===== src/rtl/sdCmdPkg.sv =====
package sdCmdPkg;
  localparam int FRAME_BYTES = 6;
  localparam int FRAME_W = FRAME_BYTES * 8;
  localparam logic [7:0] FILL_BYTE = 8'hFF;
  localparam logic [1:0] START_BITS = 2'b01;

  typedef struct packed {
    logic load;
    logic sendFrame;
    logic shiftFrame;
    logic capR1;
    logic setTimeout;
    logic shiftTrail;
    logic cntClr;
    logic cntInc;
  } dpCtrl_t;

  typedef enum logic [2:0] {
    ST_IDLE, ST_PRE, ST_FRAME, ST_POLL, ST_TRAIL, ST_EXTRA
  } seqState_t;
endpackage


===== src/rtl/sdCmdData.sv =====
module sdCmdData
  import sdCmdPkg::*;
#(
  parameter int TRAIL_BYTES = 4,
  parameter int CNT_W = 8
) (
  input  logic                     clk,
  input  logic                     rstN,
  input  dpCtrl_t                  ctl,
  input  logic [5:0]               cmdIdx,
  input  logic [31:0]              cmdArg,
  input  logic [7:0]               cmdCrc,
  input  logic                     wantTrailer,
  input  logic [7:0]               rxByte,
  output logic [7:0]               txByte,
  output logic [CNT_W-1:0]         cnt,
  output logic                     trailerWanted,
  output logic [7:0]               r1Out,
  output logic [TRAIL_BYTES*8-1:0] trailerOut,
  output logic                     timeout
);
  localparam int TRAIL_W = TRAIL_BYTES * 8;

  logic [FRAME_W-1:0] frameReg;

  // Head of the frame shifter, or filler outside the frame phase.
  assign txByte = ctl.sendFrame ? frameReg[FRAME_W-1 -: 8] : FILL_BYTE;

  always_ff @(posedge clk) begin
    if (!rstN) begin
      frameReg      <= '1;
      trailerWanted <= 1'b0;
      r1Out         <= FILL_BYTE;
      trailerOut    <= '0;
      timeout       <= 1'b0;
    end else begin
      if (ctl.load) begin
        frameReg      <= {START_BITS, cmdIdx, cmdArg, cmdCrc};
        trailerWanted <= wantTrailer;
        r1Out         <= FILL_BYTE;
        trailerOut    <= '0;
        timeout       <= 1'b0;
      end
      if (ctl.shiftFrame) frameReg <= {frameReg[FRAME_W-9:0], FILL_BYTE};
      if (ctl.capR1)      r1Out <= rxByte;
      if (ctl.setTimeout) timeout <= 1'b1;
      if (ctl.shiftTrail) trailerOut <= {trailerOut[TRAIL_W-9:0], rxByte};
    end
  end

  always_ff @(posedge clk) begin
    if (!rstN)           cnt <= '0;
    else if (ctl.cntClr) cnt <= '0;
    else if (ctl.cntInc) cnt <= cnt + 1'b1;
  end
endmodule


===== src/rtl/sdCmdCtrl.sv =====
module sdCmdCtrl
  import sdCmdPkg::*;
#(
  parameter int PRE_MAX = 255,
  parameter int POLL_MAX = 8,
  parameter int TRAIL_BYTES = 4,
  parameter int CNT_W = 8
) (
  input  logic             clk,
  input  logic             rstN,
  input  logic             startI,
  input  logic             xferReady,
  input  logic             rxValid,
  input  logic [7:0]       rxByte,
  input  logic [CNT_W-1:0] cnt,
  input  logic             trailerWanted,
  output dpCtrl_t          ctl,
  output logic             xferGo,
  output logic             busy,
  output logic             done
);
  localparam logic [CNT_W-1:0] PRE_LAST   = CNT_W'(PRE_MAX - 1);
  localparam logic [CNT_W-1:0] POLL_LAST  = CNT_W'(POLL_MAX - 1);
  localparam logic [CNT_W-1:0] FRAME_LAST = CNT_W'(FRAME_BYTES - 1);
  localparam logic [CNT_W-1:0] TRAIL_LAST = CNT_W'(TRAIL_BYTES - 1);

  seqState_t state, nxt;
  logic inFlight, replyHere, finish, byteState;

  assign busy      = (state != ST_IDLE);
  assign byteState = busy;
  assign xferGo    = byteState && !inFlight && xferReady;
  assign replyHere = byteState && inFlight && rxValid;

  always_comb begin
    ctl = '0;
    nxt = state;
    finish = 1'b0;
    ctl.sendFrame = (state == ST_FRAME);
    unique case (state)
      ST_IDLE: if (startI) begin
        ctl.load = 1'b1;
        ctl.cntClr = 1'b1;
        nxt = ST_PRE;
      end
      ST_PRE: if (replyHere) begin
        if (rxByte == FILL_BYTE) begin
          ctl.cntClr = 1'b1;
          nxt = ST_FRAME;
        end else if (cnt == PRE_LAST) begin
          ctl.setTimeout = 1'b1;
          finish = 1'b1;
          nxt = ST_IDLE;
        end else ctl.cntInc = 1'b1;
      end
      ST_FRAME: if (replyHere) begin
        ctl.shiftFrame = 1'b1;
        if (cnt == FRAME_LAST) begin
          ctl.cntClr = 1'b1;
          nxt = ST_POLL;
        end else ctl.cntInc = 1'b1;
      end
      ST_POLL: if (replyHere) begin
        if (!rxByte[7]) begin
          ctl.capR1 = 1'b1;
          ctl.cntClr = 1'b1;
          nxt = trailerWanted ? ST_TRAIL : ST_EXTRA;
        end else if (cnt == POLL_LAST) begin
          ctl.setTimeout = 1'b1;
          nxt = ST_EXTRA;
        end else ctl.cntInc = 1'b1;
      end
      ST_TRAIL: if (replyHere) begin
        ctl.shiftTrail = 1'b1;
        if (cnt == TRAIL_LAST) nxt = ST_EXTRA;
        else ctl.cntInc = 1'b1;
      end
      ST_EXTRA: if (replyHere) begin
        finish = 1'b1;
        nxt = ST_IDLE;
      end
      default: nxt = ST_IDLE;
    endcase
  end

  always_ff @(posedge clk) begin
    if (!rstN) begin
      state    <= ST_IDLE;
      inFlight <= 1'b0;
      done     <= 1'b0;
    end else begin
      state <= nxt;
      done  <= finish;
      if (xferGo)         inFlight <= 1'b1;
      else if (replyHere) inFlight <= 1'b0;
    end
  end
endmodule


===== src/rtl/sdCmdSeq.sv =====
module sdCmdSeq
  import sdCmdPkg::*;
#(
  parameter int PRE_MAX = 255,
  parameter int POLL_MAX = 8,
  parameter int TRAIL_BYTES = 4
) (
  input  logic        clk,
  input  logic        rstN,
  input  logic        startI,
  input  logic [5:0]  cmdIdx,
  input  logic [31:0] cmdArg,
  input  logic [7:0]  cmdCrc,
  input  logic        wantTrailer,
  input  logic        xferReady,
  output logic        xferGo,
  output logic [7:0]  xferTx,
  input  logic        rxValid,
  input  logic [7:0]  rxByte,
  output logic [7:0]  r1Out,
  output logic [31:0] trailerOut,
  output logic        busy,
  output logic        done,
  output logic        timeout
);
  localparam int CNT_MAX = (PRE_MAX > POLL_MAX) ? PRE_MAX : POLL_MAX;
  localparam int CNT_W = $clog2(CNT_MAX + 1);

  dpCtrl_t ctl;
  logic [CNT_W-1:0] cnt;
  logic trailerWanted;

  sdCmdCtrl #(.PRE_MAX(PRE_MAX), .POLL_MAX(POLL_MAX), .TRAIL_BYTES(TRAIL_BYTES), .CNT_W(CNT_W)) uCtrl (
    .clk(clk), .rstN(rstN), .startI(startI), .xferReady(xferReady), .rxValid(rxValid),
    .rxByte(rxByte), .cnt(cnt), .trailerWanted(trailerWanted), .ctl(ctl),
    .xferGo(xferGo), .busy(busy), .done(done));

  sdCmdData #(.TRAIL_BYTES(TRAIL_BYTES), .CNT_W(CNT_W)) uData (
    .clk(clk), .rstN(rstN), .ctl(ctl), .cmdIdx(cmdIdx), .cmdArg(cmdArg), .cmdCrc(cmdCrc),
    .wantTrailer(wantTrailer), .rxByte(rxByte), .txByte(xferTx), .cnt(cnt),
    .trailerWanted(trailerWanted), .r1Out(r1Out), .trailerOut(trailerOut), .timeout(timeout));
endmodule


===== config.mk =====
export PLATFORM = sky130hd
export DESIGN_NAME = sdCmdSeq
export DESIGN_NICKNAME = d
export VERILOG_FILES = /design/src/rtl/sdCmdPkg.sv /design/src/rtl/sdCmdData.sv /design/src/rtl/sdCmdCtrl.sv /design/src/rtl/sdCmdSeq.sv
export SDC_FILE = /design/constraint.sdc
export NUM_CORES = 1
export LEC_CHECK = 0
export ABC_AREA = 1
export BUFFER_PORTS_ARGS = -buffer_cell sky130_fd_sc_hd__buf_2
export CAP_MARGIN = 20
export CORE_MARGIN = 1
export CORE_UTILIZATION = 55
export DETAILED_ROUTE_END_ITERATION = 10
export GPL_TIMING_DRIVEN = 0
export PLACE_DENSITY = 0.81
export SLEW_MARGIN = 40
export SYNTH_ARGS = -nofsm -noshare
export SYNTH_HDL_FRONTEND = slang
export SYNTH_SLANG_ARGS = --single-unit

===== constraint.sdc =====
create_clock -name clk -period 2.5 [get_ports clk]
set_input_delay 0.125 -clock clk [delete_from_list [all_inputs] [get_ports clk]]
set_output_delay 0.125 -clock clk [all_outputs]
set_load 0.02 [all_outputs]

## Yosys cells after proc, flatten, opt, wreduce, memory -nomap -nowiden

Index checks and enable logic that the tools add are counted.

- $add $sub $neg: 1
- Equal/unequal tests: 20
- Muxes and demuxes: 54
- Bitwise operators: 1
- Reductions and logical operators: 15

Operators with widths:

| operator | number |
|---|---|
| $mux 48 | 2 |
| $mux 32 | 2 |
| $mux 3 | 12 |
| $mux 1 | 26 |
| $mux 8 | 3 |
| $pmux 3 s6 | 1 |
| $eq 8x3->1 const B | 2 |
| $eq 8x8->1 const B | 2 |
| $ne 2x1->1 const B | 5 |
| $reduce_and 10->1 | 1 |
| $reduce_bool 2->1 | 5 |
| $add 8x1->8 const B | 1 |
| $eq 8x2->1 const B | 1 |
| $mux 2 | 4 |
| $pmux 1 s4 | 2 |
| $eq 3x2->1 const B | 2 |
| $eq 3x3->1 const B | 2 |
| $ne 2x2->1 const B | 3 |
| $logic_and 1x1->1 | 4 |
| $pmux 1 s2 | 2 |
| $reduce_or 2->1 | 2 |
| $eq 3x1->1 const B | 1 |
| $logic_not 3->1 | 1 |
| $ne 3x1->1 const B | 1 |
| other kinds (4) | 4 |

- Bits in registers: 103
- Input bits: 60
- Output and inout port bits: 52
- Word-level logic and storage cells: 101

## Longest topological paths before layout

- Depth after elaboration: 6
- Gate-level depth with buffers: 13
- Depth with buffers taken out: 13

## Modules after synthesis

Synthesis repeated with hierarchy kept, for this count alone.

- Cell total of the unflattened synthesis: 562
- Area total of the unflattened synthesis: 4,314.1 um^2

Modules (own cells, without submodules):

| module | instances | cells an instance | area an instance (um^2) | sequential area each (um^2) |
|---|---|---|---|---|
| sdCmdData | 1 | 457 | 3,742.3 | 1,961.9 |
| sdCmdCtrl | 1 | 105 | 571.8 | 100.1 |

## Least setup slack after synthesis

Ideal clock, no wire load.

- Path type: reg2reg
- Start point: register uData.cnt[0]
- End point: register uCtrl.state[0]
- Setup time: 0.113 ns
- Data arrival time: 1.348 ns
- Data required time: 2.387 ns
- Path slack: 1.039 ns
- Stages on the path, launching flop included: 9
- Period minus slack after synthesis: 1.461 ns
- Path through: dfxtp_1 -> ha_1 -> nand3_1 -> o21ai_1 -> nand2_2 -> nor2_2 -> nand2_2 -> o21ai_1 -> nor2_1

- Cells in the longest elaborated chain, start to end: 3

RTL lines:

| item | RTL line | RTL |
|---|---|---|
| start: declaration | sdCmdData.sv:16 | `output logic [CNT_W-1:0] cnt,` |
| start signal: assignment | sdCmdData.sv:54 | `else if (ctl.cntInc) cnt <= cnt + 1'b1;` |
| $eq 8x8->1 (tied with other cells) | sdCmdCtrl.sv:50 | `end else if (cnt == PRE_LAST) begin` |
| $ne 3x1->1 (no source line) (tied with other cells) | n/a |  |
| $reduce_and 10->1 (no source line) * | n/a |  |
| end signal: assignment | sdCmdCtrl.sv:92 | `state <= nxt;` |
| end: declaration | sdCmdCtrl.sv:27 | `seqState_t state, nxt;` |

Mark *: on every way between the ends. The rest lies on a longest branch, timed or not.
A chain may end at the register's enable or synchronous reset.

## Worst setup path after layout

- Start point: register uCtrl.state[2]
- End point: output port xferTx[3]

- Cells in the longest elaborated chain, start to end: 2

RTL lines:

| item | RTL line | RTL |
|---|---|---|
| $eq 3x2->1 | sdCmdCtrl.sv:39 | `ctl.sendFrame = (state == ST_FRAME);` |
| $mux 8 | sdCmdData.sv:27 | `assign txByte = ctl.sendFrame ? frameReg[FRAME_W-1 -: 8] : FILL_BYTE;` |
| end: declaration | sdCmdSeq.sv:17 | `output logic [7:0] xferTx,` |

Every way passes these cells.

==> impl_results.md <==
* Row count at 32
* RSZ-0062 raised after global routing: no
* Setup-failing EPs final at 0
* Num ports at about 110
* Final hold slack at roughly 0.0013 ns
* Largest net degree at the start of global routing at 19
* Startpoint types: register
* First-pass GRT wire length at 20.50 mm
* Global route overflow at 0
* Total Nets Final at around 810
* Final cell count without fillers at 852
* DR WL/cell at ~15 um
* Final Cycle Share at 69.74%
* H-tree depth at 3
* Crit-path max cell delay at approximately 0.37 ns
* # fillers at approximately 620
* Max Fclk at 0.5735 GHz
* CTS sink cnt at approximately 100
* Design area at between 0.005 and 0.006 mm^2
* Post-route ant nets at 0
* Core area at 0.007767 mm^2
* Share of cells above drive strength 1 at 24.57%
* Root buffer cell: clkbuf_8
* Slew @ Worst Pin at between 0.5 and 0.6 ns
* Worst hold path type: in2reg
* Mapped Avg Cell Area at roughly 7.6 um^2
* Peak VDD IR at ~0.58 mV
* I/O Buffers at 110
* Buffer count from post-CTS setup fixing at 0
* Via/cell ratio at about 5.6
* Yosys synthesis warning count at 0
* HPWL after DPL at approximately 8.6 mm
* Die span in x at between 90 and 100 um
* Total Routing Usage GR at a little under a third
* Commonest non-fill, non-tap cells in the layout: nand2_1, buf_2, nand3_1, dfxtp_1, nor2_1
* Cell count of the worst reg-to-reg path at 8
* CTS max path bufs at 2
* CP Max Fanout at 10
* Static Leak at around 2.5 nW
* Storage element area at 0.002062 mm^2
* TritonCTS clock tree: yes
* Status: finished, final reports clean
* Final Max Tran Viols at 0
* Post-Syn Area at 0.004418 mm^2
* Slew HR at 62.28%
* Router iterations before antenna repair at 5
* Initial antenna violation count at 0
* Number of global-route vias before repair at about 4,400
* Worst-Skew Late Latency at around 0.37 ns
* Area growth syn-to-layout at 28.32%
* Cells after Synth at a little under 600
* Register area share after synthesis at about 47%
* Clk slew on worst S/H paths at approximately 0.10 ns
* Setup crit end: xferTx[3]
* R2r setup slk at around 0.80 ns
* Hold Violations, Final at 0
* Distinct cells, synth at 30
* End of the worst register-to-register path: uCtrl.state[0]$_SDFFE_PN0P_
* Total power at 5.271 mW
* Max_cap viols at 0
* Crit path capture type: output pin
* Fin Setup TNS at 0 ns
* DRC at 0
* R2r startpoint: uData.cnt[0]$_SDFFE_PP0P_
* Worst setup path start: uCtrl.state[2]$_SDFFE_PN0P_
* Dpl cells at 797
* Multi-input gate area at a little over 0.002 mm^2
* DR iter-0 viols at 283
* Req. time, crit path at 2.38 ns
* Period minus WS final at about 1.7 ns
* Cts bufs inserted at 9
* Die H at ~92 um
* Layout Skew at ~0.014 ns
* Commonest non-fill, non-tap cell in the layout: nand2_1
* Post-DP Area at 0.005096 mm^2
* CP Data Arrival Time at about 1.6 ns
* Vias at around 4,800
* Worst Hold Launch: cmdArg[18]
* Critical path's slowest cell: dfxtp_1
* #FFs+latches synth at approximately 100
* Starting Density at between 50 and 60%
* Total Wirelength at between 10 and 15 mm
* Syn nets at about 650
* Crit path cell chain: inv_2 > nand3_2 > buf_4 > or2_2 > buf_2
* CP Class: reg2out
* Placer's final routability congestion estimate at roughly 0.89
* Power per cell area at slightly above 900 mW/mm^2
* Die ar. at between 0.008 and 0.009 mm^2
-- how the worst min path moves through the flow --
| stage | endpoint | slack (ns) | cells after the start |
|---|---|---|---|
| 2_1_floorplan | uData.frameReg[0]$_SDFFE_PP1N_ | 0.25 | 2 |
| 3_3_place_gp | uData.frameReg[2]$_SDFFE_PP1N_ | 0.34 | 3 |
| 3_5_place_dp | uData.frameReg[6]$_SDFFE_PP1N_ | 0.34 | 3 |
| 4_1_cts | uData.frameReg[43]$_SDFFE_PN1P_ | 0.001 | 3 |
| 5_1_grt | uData.frameReg[26]$_SDFFE_PN1P_ | -0.01 | 3 |
| 6_report | uData.frameReg[26]$_SDFFE_PN1P_ | 0.001 | 3 |
-- through the flow --
stage | setup WS (ns) | utilization (%)
2_1_floorplan | 1.039 | -
3_3_place_gp | 0.8766 | 65.61
3_5_place_dp | 0.8060 | 65.61
4_1_cts | 0.7699 | 72.70
5_1_grt | 0.5497 | 72.95
6_report | 0.7564 | 72.99
-- metal layers --
layer	GRT usage (%)	part of all wire, %	vias up
met5	0	0	-
met4	13.36	2.5	0
met3	5.390	6.9	36
li1	-	-	2285
met2	52.07	48	238
met1	38.89	42	2225
-- report_power, final --
group	internal [mW]	leakage, nW	total [mW]	switching, mW
Combinational	0.733	1.59	2.15	1.42
Clock	0.407	0.0967	1.02	0.608
Sequential	1.93	0.842	2.11	0.182
-- kinds of logic (layout without fill, tap and decap cells) --
kind of cell	Yosys count	count (layout)	share of synthesized area [%]
buffers and inverters	71	235	7.222
XOR/XNOR	3	3	0.5948
other	0	1	0
AO/OA/AOI/OAI	82	82	11.05
adder cells (fa/ha/maj)	3	3	0.8497
AND/OR/NAND/NOR	323	323	33.62
flip-flops	103	103	46.67
-- synth_stat cells (all sizes together) --
cell	instances	area [um^2]
a21oi	38	190.2
a22oi	23	172.7
buf	21	131.4
clkbuf	17	63.81
clkinv	1	3.750
dfxtp	103	2062
ha	3	37.54
inv	32	120.1
nand2	143	576.8
nand3	109	550.5
nand4	18	118.9
nor2	46	195.2
o211ai	1	7.510
o21ai	10	53.80
o22ai	9	56.30
o31ai	1	7.510
or2	7	43.79
xor2	3	26.28
-- worst max-delay path: cells and delay by family, from the launching register on --
kind	cells	cell delay (ns)
buffers and inverters	3	0.49
DFF	1	0.37
and+or+nand+nor	2	0.40
-- final cells by class --
type,count,area share (%)
multi-input combinational,411,35.93
antenna,1,0.04414
buffer,38,3.443
clock inverter,6,0.9269
clock buffer,10,2.428
timing repair buffer,148,16.42
tap,102,2.251
sequential,103,36.37
inverter,33,2.185
-- what timing repair did --
action                                 4_1_cts  5_1_grt
endpoints found under the hold margin       36        2
gates resized for setup                      0        0
hold buffers                                36        2
-- flip-flops by register name (all words and copies together), names as in the netlist --
signal and count:
uData.r1Out 8, uData.cnt 8, uData.frameReg 48, uCtrl.state 3, uData.trailerWanted 1, uData.timeout 1
uData.trailerOut 32, uCtrl.inFlight 1, uCtrl.done 1
No activity file was read; power rests on OpenSTA's default activity.
